`config.mk`:
```
export PLATFORM = sky130hd
export DESIGN_NAME = rtc_calendar_core
export DESIGN_NICKNAME = d
export VERILOG_FILES = /design/src/rtl/rtc_cal_pkg.sv /design/src/rtl/rtc_time_counter.sv /design/src/rtl/rtc_reg_encode.sv /design/src/rtl/rtc_reg_decode.sv /design/src/rtl/rtc_alarm_match.sv /design/src/rtl/rtc_calendar_core.sv
export SDC_FILE = /design/constraint.sdc
export NUM_CORES = 1
export LEC_CHECK = 0
export ABC_AREA = 0
export ABC_CLOCK_PERIOD_IN_PS = 5700
export BUFFER_PORTS_ARGS = -buffer_cell sky130_fd_sc_hd__buf_2
export CORE_ASPECT_RATIO = 1.4
export CORE_MARGIN = 2
export CORE_UTILIZATION = 34
export CTS_CLUSTER_DIAMETER = 50
export DETAILED_ROUTE_END_ITERATION = 16
export PLACE_DENSITY_LB_ADDON = 0.25
export SYNTH_ARGS = -nofsm -noshare
export SYNTH_HDL_FRONTEND = slang
export SYNTH_SLANG_ARGS = --single-unit
```
`constraint.sdc`:
```
create_clock -name clk -period 5.7 [get_ports clk]
set_input_delay 0.855 -clock clk [delete_from_list [all_inputs] [get_ports clk]]
set_output_delay 0.855 -clock clk [all_outputs]
set_load 0.01 [all_outputs]
```
`src/rtl/rtc_cal_pkg.sv`:
```
package rtc_cal_pkg;

    localparam int unsigned BYTE_W  = 8;
    localparam int unsigned N_ALARM = 3;
    localparam logic [2:0]  OSC_RUN = 3'b010;

    typedef enum logic [1:0] {
        ST_IDLE     = 2'd0,
        ST_UIP_WAIT = 2'd1,
        ST_COMMIT   = 2'd2
    } upd_state_e;

    typedef struct packed {
        logic [6:0] yr;
        logic [3:0] mon;
        logic [4:0] dom;
        logic [2:0] dow;
        logic [4:0] hr;
        logic [5:0] min;
        logic [5:0] sec;
    } cal_time_t;

    typedef struct packed {
        logic [BYTE_W-1:0] yr;
        logic [BYTE_W-1:0] mon;
        logic [BYTE_W-1:0] dom;
        logic [BYTE_W-1:0] dow;
        logic [BYTE_W-1:0] hr;
        logic [BYTE_W-1:0] min;
        logic [BYTE_W-1:0] sec;
    } cal_regs_t;

    // binary value 0..99 to a visible byte
    function automatic logic [7:0] val_to_reg(input logic [6:0] v, input logic bin);
        return bin ? {1'b0, v} : {4'(v / 7'd10), 4'(v % 7'd10)};
    endfunction

    // visible byte to binary value
    function automatic logic [6:0] reg_to_val(input logic [7:0] r, input logic bin);
        return bin ? r[6:0] : (7'(r[7:4]) * 7'd10 + 7'(r[3:0]));
    endfunction

    function automatic logic [4:0] month_len(input logic [3:0] mon, input logic leap);
        case (mon)
            4'd2:                      return leap ? 5'd29 : 5'd28;
            4'd4, 4'd6, 4'd9, 4'd11:   return 5'd30;
            default:                   return 5'd31;
        endcase
    endfunction

endpackage

```
`src/rtl/rtc_time_counter.sv`:
```
module rtc_time_counter
    import rtc_cal_pkg::*;
#(
    parameter int unsigned CENTURY = 20
) (
    input  logic      clk,
    input  logic      rst_n,
    input  logic      step,
    input  logic      load,
    input  cal_time_t load_time,
    output cal_time_t now
);

    localparam logic CENT_LEAP = (CENTURY % 4 == 0);

    cal_time_t  time_q;
    cal_time_t  time_nx;
    logic       leap;
    logic [4:0] mlen;

    always_comb begin
        // year 00 is a century year: leap only when the century is divisible by 4
        leap    = (time_q.yr[1:0] == 2'b00) && ((time_q.yr != 7'd0) || CENT_LEAP);
        mlen    = month_len(time_q.mon, leap);
        time_nx = time_q;
        if (time_q.sec >= 6'd59) begin
            time_nx.sec = 6'd0;
            if (time_q.min >= 6'd59) begin
                time_nx.min = 6'd0;
                if (time_q.hr >= 5'd23) begin
                    time_nx.hr  = 5'd0;
                    time_nx.dow = (time_q.dow >= 3'd6) ? 3'd0 : time_q.dow + 3'd1;
                    if (time_q.dom >= mlen) begin
                        time_nx.dom = 5'd1;
                        if (time_q.mon >= 4'd12) begin
                            time_nx.mon = 4'd1;
                            time_nx.yr  = (time_q.yr >= 7'd99) ? 7'd0 : time_q.yr + 7'd1;
                        end else begin
                            time_nx.mon = time_q.mon + 4'd1;
                        end
                    end else begin
                        time_nx.dom = time_q.dom + 5'd1;
                    end
                end else begin
                    time_nx.hr = time_q.hr + 5'd1;
                end
            end else begin
                time_nx.min = time_q.min + 6'd1;
            end
        end else begin
            time_nx.sec = time_q.sec + 6'd1;
        end
    end

    always_ff @(posedge clk or negedge rst_n) begin
        if (!rst_n) begin
            time_q <= '{yr: 7'd0, mon: 4'd1, dom: 5'd1, dow: 3'd0,
                        hr: 5'd0, min: 6'd0, sec: 6'd0};
        end else if (load) begin
            time_q <= load_time;
        end else if (step) begin
            time_q <= time_nx;
        end
    end

    assign now = time_q;

endmodule

```
`src/rtl/rtc_reg_encode.sv`:
```
module rtc_reg_encode
    import rtc_cal_pkg::*;
(
    input  cal_time_t t,
    input  logic      bin,
    input  logic      hr24,
    output cal_regs_t r
);

    logic [4:0] h12;
    logic       pm;

    always_comb begin
        pm = (t.hr >= 5'd12);
        if (t.hr == 5'd0) begin
            h12 = 5'd12;
        end else if (pm && (t.hr != 5'd12)) begin
            h12 = t.hr - 5'd12;
        end else begin
            h12 = t.hr;
        end

        r.sec = val_to_reg({1'b0, t.sec}, bin);
        r.min = val_to_reg({1'b0, t.min}, bin);
        r.hr  = hr24 ? val_to_reg({2'b0, t.hr}, bin)
                     : (val_to_reg({2'b0, h12}, bin) | {pm, 7'd0});
        r.dow = val_to_reg({4'b0, t.dow}, bin);
        r.dom = val_to_reg({2'b0, t.dom}, bin);
        r.mon = val_to_reg({3'b0, t.mon}, bin);
        r.yr  = val_to_reg(t.yr, bin);
    end

endmodule

```
`src/rtl/rtc_reg_decode.sv`:
```
module rtc_reg_decode
    import rtc_cal_pkg::*;
(
    input  cal_regs_t r,
    input  logic      bin,
    input  logic      hr24,
    output cal_time_t t
);

    logic [6:0] hr_v;
    logic [4:0] hr_adj;

    always_comb begin
        hr_v = reg_to_val({1'b0, r.hr[6:0]}, bin);
        if (hr24) begin
            hr_adj = hr_v[4:0];
        end else if (hr_v == 7'd12) begin
            hr_adj = r.hr[7] ? 5'd12 : 5'd0;
        end else begin
            hr_adj = r.hr[7] ? hr_v[4:0] + 5'd12 : hr_v[4:0];
        end

        t.sec = 6'(reg_to_val(r.sec, bin));
        t.min = 6'(reg_to_val(r.min, bin));
        t.hr  = hr_adj;
        t.dow = 3'(reg_to_val(r.dow, bin));
        t.dom = 5'(reg_to_val(r.dom, bin));
        t.mon = 4'(reg_to_val(r.mon, bin));
        t.yr  = reg_to_val(r.yr, bin);
    end

endmodule

```
`src/rtl/rtc_alarm_match.sv`:
```
module rtc_alarm_match #(
    parameter int unsigned N = 3,
    parameter int unsigned W = 8
) (
    input  logic [N*W-1:0] alm_vec,
    input  logic [N*W-1:0] cur_vec,
    output logic           hit
);

    logic [N-1:0] fld_ok;

    for (genvar i = 0; i < N; i++) begin : g_fld
        assign fld_ok[i] = (alm_vec[i*W + W - 1 -: 2] == 2'b11)
                         || (alm_vec[i*W +: W] == cur_vec[i*W +: W]);
    end

    assign hit = &fld_ok;

endmodule

```
`src/rtl/rtc_calendar_core.sv`:
```
module rtc_calendar_core
    import rtc_cal_pkg::*;
#(
    parameter int unsigned CENTURY  = 20,
    parameter logic [2:0]  RUN_CODE = OSC_RUN
) (
    input  logic       clk,
    input  logic       rst_n,
    input  logic       sec_tick,
    input  logic       dly_tick,
    input  logic [2:0] osc_ctl,
    input  logic       set_mode,
    input  logic       bin_mode,
    input  logic       hr24_mode,
    input  logic       alarm_en,
    input  logic       upd_en,
    input  logic [7:0] alm_sec,
    input  logic [7:0] alm_min,
    input  logic [7:0] alm_hr,
    input  logic       load_stb,
    input  logic [7:0] ld_sec,
    input  logic [7:0] ld_min,
    input  logic [7:0] ld_hr,
    input  logic [7:0] ld_dow,
    input  logic [7:0] ld_dom,
    input  logic [7:0] ld_mon,
    input  logic [7:0] ld_yr,
    output logic [7:0] reg_sec,
    output logic [7:0] reg_min,
    output logic [7:0] reg_hr,
    output logic [7:0] reg_dow,
    output logic [7:0] reg_dom,
    output logic [7:0] reg_mon,
    output logic [7:0] reg_yr,
    output logic       uip,
    output logic       alarm_pulse,
    output logic       upd_done
);

    localparam int unsigned AW = N_ALARM * BYTE_W;

    upd_state_e state_q, state_d;
    cal_regs_t  ld_regs, enc_regs, vis_q;
    cal_time_t  ld_time, cur_time;
    logic       tick_ok;
    logic       commit_go;
    logic       alarm_hit;
    logic       uip_q, alarm_q, done_q;
    logic [AW-1:0] alm_vec, cur_vec;

    always_comb begin
        ld_regs.sec = ld_sec;
        ld_regs.min = ld_min;
        ld_regs.hr  = ld_hr;
        ld_regs.dow = ld_dow;
        ld_regs.dom = ld_dom;
        ld_regs.mon = ld_mon;
        ld_regs.yr  = ld_yr;
    end

    // a load in the same cycle wins over the tick
    assign tick_ok   = sec_tick && (osc_ctl == RUN_CODE) && !load_stb;
    assign commit_go = (state_q == ST_COMMIT) && !set_mode && !load_stb;

    rtc_reg_decode u_dec (
        .r    (ld_regs),
        .bin  (bin_mode),
        .hr24 (hr24_mode),
        .t    (ld_time)
    );

    rtc_time_counter #(
        .CENTURY (CENTURY)
    ) u_cnt (
        .clk       (clk),
        .rst_n     (rst_n),
        .step      (tick_ok),
        .load      (load_stb),
        .load_time (ld_time),
        .now       (cur_time)
    );

    rtc_reg_encode u_enc (
        .t    (cur_time),
        .bin  (bin_mode),
        .hr24 (hr24_mode),
        .r    (enc_regs)
    );

    assign alm_vec = {alm_hr, alm_min, alm_sec};
    assign cur_vec = {enc_regs.hr, enc_regs.min, enc_regs.sec};

    rtc_alarm_match #(
        .N (N_ALARM),
        .W (BYTE_W)
    ) u_alm (
        .alm_vec (alm_vec),
        .cur_vec (cur_vec),
        .hit     (alarm_hit)
    );

    // next-state logic
    always_comb begin
        state_d = state_q;
        unique case (state_q)
            ST_IDLE: begin
                if (tick_ok && !set_mode) state_d = ST_UIP_WAIT;
            end
            ST_UIP_WAIT: begin
                if (set_mode)      state_d = ST_IDLE;
                else if (dly_tick) state_d = ST_COMMIT;
            end
            ST_COMMIT: begin
                state_d = ST_IDLE;
            end
            default: state_d = ST_IDLE;
        endcase
    end

    // state register
    always_ff @(posedge clk or negedge rst_n) begin
        if (!rst_n) state_q <= ST_IDLE;
        else        state_q <= state_d;
    end

    // output process
    always_ff @(posedge clk or negedge rst_n) begin
        if (!rst_n) begin
            vis_q   <= '{yr: 8'h00, mon: 8'h01, dom: 8'h01, dow: 8'h00,
                         hr: 8'h00, min: 8'h00, sec: 8'h00};
            uip_q   <= 1'b0;
            alarm_q <= 1'b0;
            done_q  <= 1'b0;
        end else begin
            uip_q   <= (state_d != ST_IDLE);
            alarm_q <= commit_go && alarm_en && alarm_hit;
            done_q  <= commit_go && upd_en;
            if (load_stb)       vis_q <= ld_regs;
            else if (commit_go) vis_q <= enc_regs;
        end
    end

    assign reg_sec     = vis_q.sec;
    assign reg_min     = vis_q.min;
    assign reg_hr      = vis_q.hr;
    assign reg_dow     = vis_q.dow;
    assign reg_dom     = vis_q.dom;
    assign reg_mon     = vis_q.mon;
    assign reg_yr      = vis_q.yr;
    assign uip         = uip_q;
    assign alarm_pulse = alarm_q;
    assign upd_done    = done_q;

endmodule

```
==> key figures, run 1 <==
Route
  • Uppermost layer routed: met5
  • Final antenna-violating net count: 0
  • DR DRC count: 0
  • Routed vias/inst: 5.48
  • DR iter-0 viols: 484
  • Final wirelength: 26.3 mm
  • Wire per inst: 17.0 um
  • Vias: 8482
  • Metal2 WL: 13.5 mm
  • Wire length on met1: 11.2 mm
  • Met3 WL: 1.15 mm
  • Pre-antenna DRT Iters: 5

Min path
  • Hold/Removal Path Class: flop to flop

Clocking
  • CTS Buf Count: 9
  • Post-CTS Setup Bufs: 0
  • CTS tree: built
  • Maximum root-to-sink buffer count: 2
  • PostCTS Resize Cnt: 0
  • CTS sink count: 97
  • Root Buffer: clkbuf_16
  • Worst skew pair latency: 0.36 ns
  • Reg clk slew, reported paths: 0.07 ns
  • Hold-fix buffers, CTS: 0
  • H-tree depth: 3

Timing
  • RSZ-0062 raised after global routing: false
  • Worst-case clock skew: 0.0104 ns
  • Final Worst Setup Slack: 0.703 ns
  • Fin Setup TNS: 0 ns
  • Peak Freq: 0.200 GHz
  • Worst-Margin Slew: 0.896 ns
  • Period minus WS final: 5.00 ns
  • Final hold vios: 0
  • Final Max Slew Viols: 0
  • Max transition margin: 0.403
  • Final setup fails: 0
  • Fin crit share: 0.877

Floorplanning
  • Initial core utilization: 0.345
  • I/O pins: 152
  • Die height: 196 um
  • Total die area: 0.0277 sq mm
  • Die Wd: 141 um
  • Standard-cell rows: 70
  • Core footprint: 0.0260 sq mm

Global route
  • Vias in the first global route: 8326
  • Initial antenna violation count: 3
  • First-pass GRT wire length: 43.4 mm
  • Largest net degree at the start of global routing: 66
  • GRT Resource Usage Total: 0.193
  • GRT overflow: 0

Yosys
  • Number of synthesis warnings: 0
  • Mapped Cells: 1118
  • Commonest cells in the netlist: 146 x o21ai_0, 121 x nand2_1, 93 x dfrtp_1, 81 x a21oi_1
  • Share of the yosys chip area belonging to registers: 0.271
  • Most frequent cell after synthesis: o21ai_0
  • Yosys reg bits: 97
  • Asr flop ratio synth: 1.00
  • Top cell type's share of synthesized area: 0.259
  • Cell variety after synth: 85
  • Cell taking the most area after synthesis: dfrtp_1
  • Avg Cell Area, Syn: 8.03 sq um
  • Mapped Nets: 1298
  • Area contributors post-synth: dfrtp_1 26%, ha_1 11%, o21ai_0 8.1%, nand2_1 5.1%, a21oi_1 4.5%
  • Mapped Area: 0.00898 sq mm
  • Top FF cell, synth: dfrtp_1
  • Number of enable flip-flop cells after synthesis: 0

Setup path
  • Crit path arrival time: 5.25 ns
  • Critical Path RT: 5.95 ns
  • Startpoint types: flop
  • Crit path kind: flop to flop
  • Worst-path maximum fanout: 12
  • Critical Path Sink Type: flop

Layout
  • Diodes inserted: 0
  • Final Util: 0.391
  • Layout cells sized above 1: 0.173
  • Nets: 1399
  • Filler Cell Count: 2750
  • Area Overhead vs Synth: 13.2%

Power
  • Static Leak: 4.58 nW
  • Worst VDD drop: 0.165 mV
  • PD cells: 364 mW/mm^2

Run status
  • Run status: complete, no violations

Placement
  • Routability cong.: 0.816
  • DP Worst Slack: 0.745 ns
  • IO buf count: 151
  • DP HPWL: 19.6 mm

Run
  • Number of max-cap violations: 0
metrics by stage:
| stage | hold slack [ns] | instances | total power [mW] | area [sq um] |
|---|---|---|---|---|
| after floorplan | 0.446 | 1118 | 2.64 | 8980 |
| after global placement | 0.470 | 1532 | 3.08 | 9890 |
| after detailed placement | 0.478 | 1532 | 3.11 | 9890 |
| after CTS | 0.485 | 1548 | 3.73 | 10200 |
| after global routing | 0.492 | 1548 | 4.07 | 10200 |
| final | 0.483 | 1548 | 3.71 | 10200 |
report_power, final:
part,switching (mW),leakage [nW],internal [mW]
clock,0.288,0.129,0.309
combinational,1.15,3.28,0.855
sequential,0.284,1.17,0.823
layout make-up:
class	count	area, sq um	area share
sequential	97	2430	0.239
tap	324	405	0.0399
clock inverter	4	28.8	0.00283
clock buffer	12	246	0.0242
inverter	66	248	0.0244
timing repair buffer	160	828	0.0815
multi-input combinational	885	5980	0.588
routing by layer:
layer  up-vias  global-route usage
met2       213               0.348
met5         -                   0
met4         6              0.0585
met1      4033               0.238
met3        24              0.0261
li1       4206                   -
cell usage in the layout (no fill, tap or decap), types with 8 or more instances in the layout:
cell type	count
a31oi_1	13
ha_1	80
a21o_1	13
nor3_1	33
o21ai_0	146
nor2_1	80
xnor2_1	30
buf_2	149
nor2b_1	15
mux2i_1	29
inv_1	63
a211oi_1	14
dfrtp_1	93
xor2_1	27
nand3_1	16
clkbuf_16	9
or3_1	8
nand2_1	121
a221oi_1	9
nand2b_1	12
buf_4	11
a21oi_1	81
critical path, stage by stage, from the launching register on:
cell       delay [ns]
dfrtp_1          0.57
inv_1            0.21
ha_1             0.42
nor2b_1          0.08
a221oi_2         0.31
inv_1            0.13
ha_1             0.22
inv_1            0.06
ha_1             0.19
inv_1            0.07
and3_1           0.19
o21ai_0          0.26
nand2_1          0.13
ha_1             0.23
or3_1            0.38
o211ai_1         0.25
mux2_2           0.37
a2111oi_0        0.43
o211ai_1         0.15
a222oi_1         0.25
logic make-up after synthesis:
| group | after synthesis | synth area share |
|---|---|---|
| AO/OA/AOI/OAI | 364 | 0.256 |
| AND/OR/NAND/NOR | 338 | 0.180 |
| buffers and inverters | 136 | 0.0644 |
| flip-flops | 97 | 0.271 |
| adder cells (fa/ha/maj) | 89 | 0.129 |
| XOR/XNOR | 57 | 0.0556 |
| multiplexers | 37 | 0.0440 |
worst paths after layout:
check / startpoint / endpoint / slack, ns / depth (start not counted)
min in group asynchronous: rst_n / reg_hr[0] / 0.58 / 1
max in group asynchronous: rst_n / reg_yr[0] / 4.13 / 2
max: u_cnt.now[15] / alarm_pulse / 0.70 / 19
max reg2reg: u_cnt.now[15] / alarm_pulse / 0.70 / 19
min reg2reg: state_q[1] / state_q[1] / 0.48 / 1
min: state_q[1] / state_q[1] / 0.48 / 1
flip-flops by register name (all words and copies together), names as in the netlist:
signal / cells
u_cnt.now: 36
uip: 1
reg_dow: 8
reg_mon: 8
reg_sec: 8
reg_yr: 8
reg_hr: 8
alarm_pulse: 1
reg_dom: 8
state_q: 2
upd_done: 1
reg_min: 8
Note: power is estimated with default switching activity, not from simulation.
==> run 2: changes to the inputs <==
- REMOVE_ABC_BUFFERS: default -> 1
- SYNTH_HIERARCHICAL: default -> 1
==> run 2 against run 1 <==
Final area rose by 4.6%. Sequential cell count is the same. First-iteration DRC count decreased by 10%. Synthesized cell count fell by 6.6%.
==> key figures, run 2 <==
Run status
  • Run status: complete, no violations

Yosys
  • Asr flop ratio synth: 1.00
  • Number of synthesis warnings: 6
  • Area contributors post-synth: dfrtp_1 24%, mux2_2 12%, ha_1 8.4%, xor2_1 4.0%, mux2_1 3.4%
  • Largest family of logic cells by synthesized area: compound AO/OA/AOI/OAI gates
  • Yosys reg bits: 97
  • Post-synthesis simple-gate area fraction: 0.144
  • Commonest cells in the netlist: 100 x mux2_2, 93 x dfrtp_1, 68 x inv_1, 64 x ha_1, 64 x o21ai_0
  • Share of the yosys chip area belonging to registers: 0.255
  • Mapped Area: 0.00953 sq mm
  • Cell taking the most area after synthesis: dfrtp_1
  • XOR/XNOR share of the synthesized area: 0.0570
  • Multiplexer area fraction after synthesis: 0.164
  • Avg Cell Area, Syn: 9.12 sq um
  • Top FF cell, synth: dfrtp_1
  • Number of enable flip-flop cells after synthesis: 0
  • Post-synthesis compound-gate area fraction: 0.196
  • Mapped Cells: 1044
  • Most frequent cell after synthesis: mux2_2
  • Post-synthesis adder-cell area fraction: 0.0998
  • Cell variety after synth: 98
  • Top cell type's share of synthesized area: 0.244

Route
  • Final antenna-violating net count: 0
  • Wire per inst: 16.6 um
  • DR DRC count: 0
  • Pre-antenna DRT Iters: 7
  • Final wirelength: 25.1 mm
  • Routed vias/inst: 5.29
  • Vias: 8019
  • DR iter-0 viols: 434

Run
  • Number of max-cap violations: 0

Clocking
  • CTS tree: built
  • Reg clk slew, reported paths: 0.07 ns
  • Worst skew pair latency: 0.37 ns
  • Post-CTS Setup Bufs: 0
  • H-tree depth: 3
  • Maximum root-to-sink buffer count: 2
  • CTS sink count: 97
  • CTS Buf Count: 9
  • Hold-fix buffers, CTS: 0
  • Root Buffer: clkbuf_16

Power
  • Comb pwr share: 0.510
  • Worst VDD drop: 0.144 mV
  • Static Leak: 4.75 nW
  • Sw Pwr: 1.63 mW
  • Sw Share: 0.425
  • P_int: 2.21 mW
  • PD cells: 361 mW/mm^2
  • Sequential Power Share: 0.312
  • Clock share of power: 0.178

Global route
  • GRT Resource Usage Total: 0.171
  • Largest net degree at the start of global routing: 57
  • Vias in the first global route: 8032
  • GRT overflow: 0
  • First-pass GRT wire length: 40.9 mm
  • Initial antenna violation count: 0

Layout
  • Filler Cell Count: 2918
  • Final Util: 0.386
  • Area Overhead vs Synth: 11.6%
  • Finished Layout Cells: 1517
  • Diodes inserted: 0
  • Commonest non-fill, non-tap cell in the layout: buf_2
  • Nets: 1306
  • Layout cells sized above 1: 0.280
  • Max FFs per register: 36
  • Most frequent cells in the layout: 149 x buf_2, 100 x mux2_2, 92 x dfrtp_1, 68 x inv_1, 64 x ha_1

Placement
  • DP HPWL: 18.9 mm
  • Cells after DPL: 1501
  • Routability cong.: 0.822
  • IO buf count: 151

Setup path
  • Startpoint types: flop
  • Critical Path Sink Type: flop
  • Crit path arrival time: 5.38 ns
  • Crit path kind: flop to flop
  • Bufs and invs on worst path: 3
  • Cell mode on critical path: ha_1
  • Worst-path maximum fanout: 17
  • Top delay family on crit path: simple AND/OR/NAND/NOR gates
  • Critical Path Slowest Stage Cell: dfrtp_2
  • Worst path cell trace: inv_1, ha_1, nor3b_2, nor3_1, a311o_2, ha_1, inv_1, ha_1, inv_1, o211ai_1, a21boi_2, xor2_1, ha_1, o31ai_1, or3b_1, and3_1, o211a_1, xor2_1, nor4_1, a22oi_1, nor3_2, and3_1
  • Crit path largest cell delay: 0.52 ns
  • Critical Path RT: 6.01 ns

Timing
  • Worst-case clock skew: 0.0120 ns
  • Max transition margin: 0.421
  • RSZ-0062 raised after global routing: false
  • Final setup fails: 0
  • Final hold vios: 0
  • Worst-Margin Slew: 0.866 ns
  • Fin Setup TNS: 0 ns
  • Period minus WS final: 5.07 ns
  • Peak Freq: 0.197 GHz
  • Fin crit share: 0.890
  • Final Max Slew Viols: 0
  • Worst hold slack: 0.503 ns

Floorplanning
  • Die Wd: 145 um
  • Die height: 202 um
  • Total die area: 0.0294 sq mm
  • Core footprint: 0.0276 sq mm
  • Initial core utilization: 0.346
  • Standard-cell rows: 72
  • I/O pins: 152

Min path
  • Hold/Removal Path Class: flop to flop
==> run 2: cell types whose count changed after synthesis, sizes merged, moves of 20 or more <==
cell,delta
a21oi,-20
o21ai,-80
mux2i,-21
buf,+36
nand2,-62
nor3,-20
clkbuf,-23
mux2,+124
==> run 2: layout make-up <==
cell class | count | area (sq um) | share of cell area
tap | 370 | 463 | 0.0435
inverter | 68 | 255 | 0.0240
multi-input combinational | 808 | 6350 | 0.597
sequential | 97 | 2430 | 0.229
clock buffer | 10 | 229 | 0.0215
timing repair buffer | 158 | 813 | 0.0765
clock inverter | 6 | 90.1 | 0.00847
==> run 2: kinds of logic (layout without fill, tap and decap cells) <==
| family | after synthesis | in the layout |
|---|---|---|
| compound gates | 268 | 268 |
| simple gates | 254 | 254 |
| buf+inv | 151 | 242 |
| mux | 139 | 139 |
| flops | 97 | 97 |
| fa+ha+maj | 72 | 72 |
| xor+xnor | 62 | 62 |
| other cells | 1 | 13 |
==> run 2: worst paths after layout <==
check | startpoint | end | slack, ns | depth (start not counted)
min reg2reg | reg_dom[3] | reg_dom[3] | 0.50 | 1
max reg2reg | u_cnt/now[14] | alarm_pulse | 0.63 | 22
max in group asynchronous | rst_n | u_cnt/now[14] | 4.03 | 2
max | u_cnt/now[14] | alarm_pulse | 0.63 | 22
min | reg_dom[3] | reg_dom[3] | 0.50 | 1
min in group asynchronous | rst_n | reg_mon[7] | 0.55 | 1
==> run 2: stage by stage <==
step | cell area (sq um) | setup WS, ns | total power [mW]
finish | 10600 | 0.627 | 3.84
global placement | 10300 | 0.634 | 3.14
floorplan | 9030 | 1.19 | 2.58
CTS | 10600 | 0.538 | 3.88
detailed placement | 10300 | 0.563 | 3.17
global route | 10600 | 0.137 | 4.17
==> run 2: metal layers <==
| layer | track usage | wire length [um] | share of wire | up-vias |
|---|---|---|---|---|
| met5 | 0 | 0 | 0 | - |
| met4 | 0.0679 | 754 | 0.030 | 0 |
| met3 | 0.0239 | 801 | 0.032 | 34 |
| met2 | 0.326 | 13500 | 0.54 | 151 |
| met1 | 0.190 | 10100 | 0.40 | 3880 |
| li1 | - | - | - | 3954 |
==> run 2: what timing repair did <==
action / CTS / global route
endpoints found under the setup margin: 0 / 1
resized for setup: 0 / 2
hold endpoints to repair: 0 / 0
==> run 2: power by group through the flow <==
stage / combinational [mW] / sequential [mW] / clock [mW]
finish: 1.96 / 1.20 / 0.684
global route: 2.20 / 1.25 / 0.732
global placement: 1.93 / 1.21 / 0
CTS: 1.97 / 1.20 / 0.710
floorplan: 1.40 / 1.18 / 0
detailed placement: 1.96 / 1.21 / 0
==> run 3: changes to the inputs <==
- SYNTH_HIERARCHICAL: 1 -> default
==> run 3 against run 2 <==
Combinational power rose by 3%. Critical path depth down 5. Routed wire length is 6.5% higher. Utilization rose by 0.56 points. Critical path type unchanged. Sequential cell count stayed put. Clock power fell by 8.5%.
==> key figures, run 3 (same netlist as run 1, synthesis figures left out) <==
Run status
  • Run status: complete, no violations

Layout
  • Area Overhead vs Synth: 13.4%
  • Most frequent cells in the layout: 148 x buf_2, 146 x o21ai_0, 121 x nand2_1, 93 x dfrtp_1, 81 x a21oi_1
  • Layout cells sized above 1: 0.173
  • Max FFs per register: 36
  • Diodes inserted: 0
  • Nets: 1398
  • Design Area, Final: 0.0102 sq mm
  • Commonest non-fill, non-tap cell in the layout: buf_2

Route
  • Final antenna-violating net count: 0
  • DR iter-0 viols: 596
  • DR DRC count: 0
  • Metal2 WL: 13.8 mm
  • Vias: 8448
  • Final wirelength: 26.8 mm
  • Uppermost layer routed: met4
  • Wire length on met1: 11.3 mm
  • Routed vias/inst: 5.46
  • Pre-antenna DRT Iters: 5
  • Met3 WL: 973 um
  • Wire per inst: 17.3 um

Setup path
  • Worst-path maximum fanout: 13
  • Startpoint types: flop
  • Critical Path RT: 5.95 ns
  • Register-to-register setup slack: 0.67 ns
  • Critical Path Sink Type: flop
  • Crit path arrival time: 5.28 ns
  • FF-to-FF path depth: 17
  • Worst reg2reg endpoint: alarm_pulse
  • RR Startpoint: u_cnt.now[14]
  • Crit path kind: flop to flop

Min path
  • Launch point of the worst hold path: reg_mon[0]
  • Worst hold path depth: 2
  • Worst-case hold path end point: reg_mon[0]
  • Hold/Removal Path Class: flop to flop

Global route
  • Vias in the first global route: 8205
  • Initial antenna violation count: 0
  • First-pass GRT wire length: 42.7 mm
  • GRT overflow: 0
  • GRT Resource Usage Total: 0.192
  • Largest net degree at the start of global routing: 67

Floorplanning
  • Core footprint: 0.0260 sq mm
  • Total die area: 0.0277 sq mm
  • Die Wd: 141 um
  • I/O pins: 152
  • Initial core utilization: 0.345
  • Standard-cell rows: 70
  • Die height: 196 um

Clocking
  • Post-CTS Setup Bufs: 0
  • CTS Buf Count: 9
  • Hold-fix buffers, CTS: 0
  • CTS tree: built
  • Worst skew pair latency: 0.37 ns
  • Maximum root-to-sink buffer count: 2
  • H-tree depth: 3
  • Root Buffer: clkbuf_16
  • CTS sink count: 97
  • PostCTS Resize Cnt: 0
  • Reg clk slew, reported paths: 0.07 ns

Placement
  • IO buf count: 151
  • DP Worst Slack: 0.757 ns
  • Routability cong.: 0.874
  • DP HPWL: 19.8 mm
  • Post-DP Area: 0.00989 sq mm

Timing
  • Period minus WS final: 5.03 ns
  • Final Worst Setup Slack: 0.666 ns
  • Final setup fails: 0
  • Peak Freq: 0.199 GHz
  • Worst-Margin Slew: 0.942 ns
  • Max transition margin: 0.372
  • Fin crit share: 0.883
  • RSZ-0062 raised after global routing: false
  • Final hold vios: 0
  • Fin Setup TNS: 0 ns
  • Final Max Slew Viols: 0
  • Worst-case clock skew: 0.00870 ns

Power
  • PD cells: 368 mW/mm^2
  • Worst VDD drop: 0.167 mV
  • Static Leak: 4.58 nW

Run
  • Number of max-cap violations: 0
## run 3: layout make-up
| cell class | instances | area (sq um) |
|---|---|---|
| fill | 2711 | 15800 |
| multi-input combinational | 885 | 5980 |
| sequential | 97 | 2430 |
| timing repair buffer | 159 | 823 |
| tap | 324 | 405 |
| clock buffer | 13 | 270 |
| inverter | 66 | 248 |
| clock inverter | 3 | 23.8 |
## run 3: critical path: stages (launching register included)
cell and delay, ns:
dfrtp_1 0.60, inv_2 0.18, ha_1 0.41, nor2b_1 0.17
a221oi_2 0.09, inv_1 0.12, ha_1 0.19, or3b_2 0.47
and3_1 0.23, o21ai_0 0.24, nand2_1 0.13, ha_1 0.23
or3_1 0.37, o211ai_1 0.24, mux2_2 0.37, a2111oi_0 0.47
o211ai_1 0.17, a222oi_1 0.25
## run 3: worst max-delay path by stage
stage                        from          end  cells past startpoint
global route        u_cnt.now[14]  alarm_pulse                     19
detailed placement  u_cnt.now[14]  alarm_pulse                     17
CTS                 u_cnt.now[14]  alarm_pulse                     17
floorplan           u_cnt.now[14]  alarm_pulse                     17
finish              u_cnt.now[14]  alarm_pulse                     17
global placement    u_cnt.now[14]  alarm_pulse                     15
## run 3: per-layer routing
| layer | up-vias | track usage |
|---|---|---|
| li1 | 4209 | - |
| met1 | 4015 | 0.231 |
| met2 | 189 | 0.344 |
| met3 | 35 | 0.0295 |
| met4 | 0 | 0.0693 |
| met5 | - | 0 |
## run 3: through the flow
stage	total power [mW]	hold WS, ns	instances	utilization
after CTS	3.77	0.505	1547	0.391
after global placement	3.10	0.473	1531	0.380
after detailed placement	3.13	0.482	1531	0.380
final	3.75	0.499	1547	0.391
after global routing	4.10	0.526	1547	0.391
after floorplan	2.56	0.446	1048	-
## run 3: power breakdown
group	internal (mW)	total (mW)	switching [mW]
combinational	0.856	2.01	1.16
sequential	0.823	1.11	0.285
clock	0.333	0.626	0.292
total	2.01	3.75	1.74
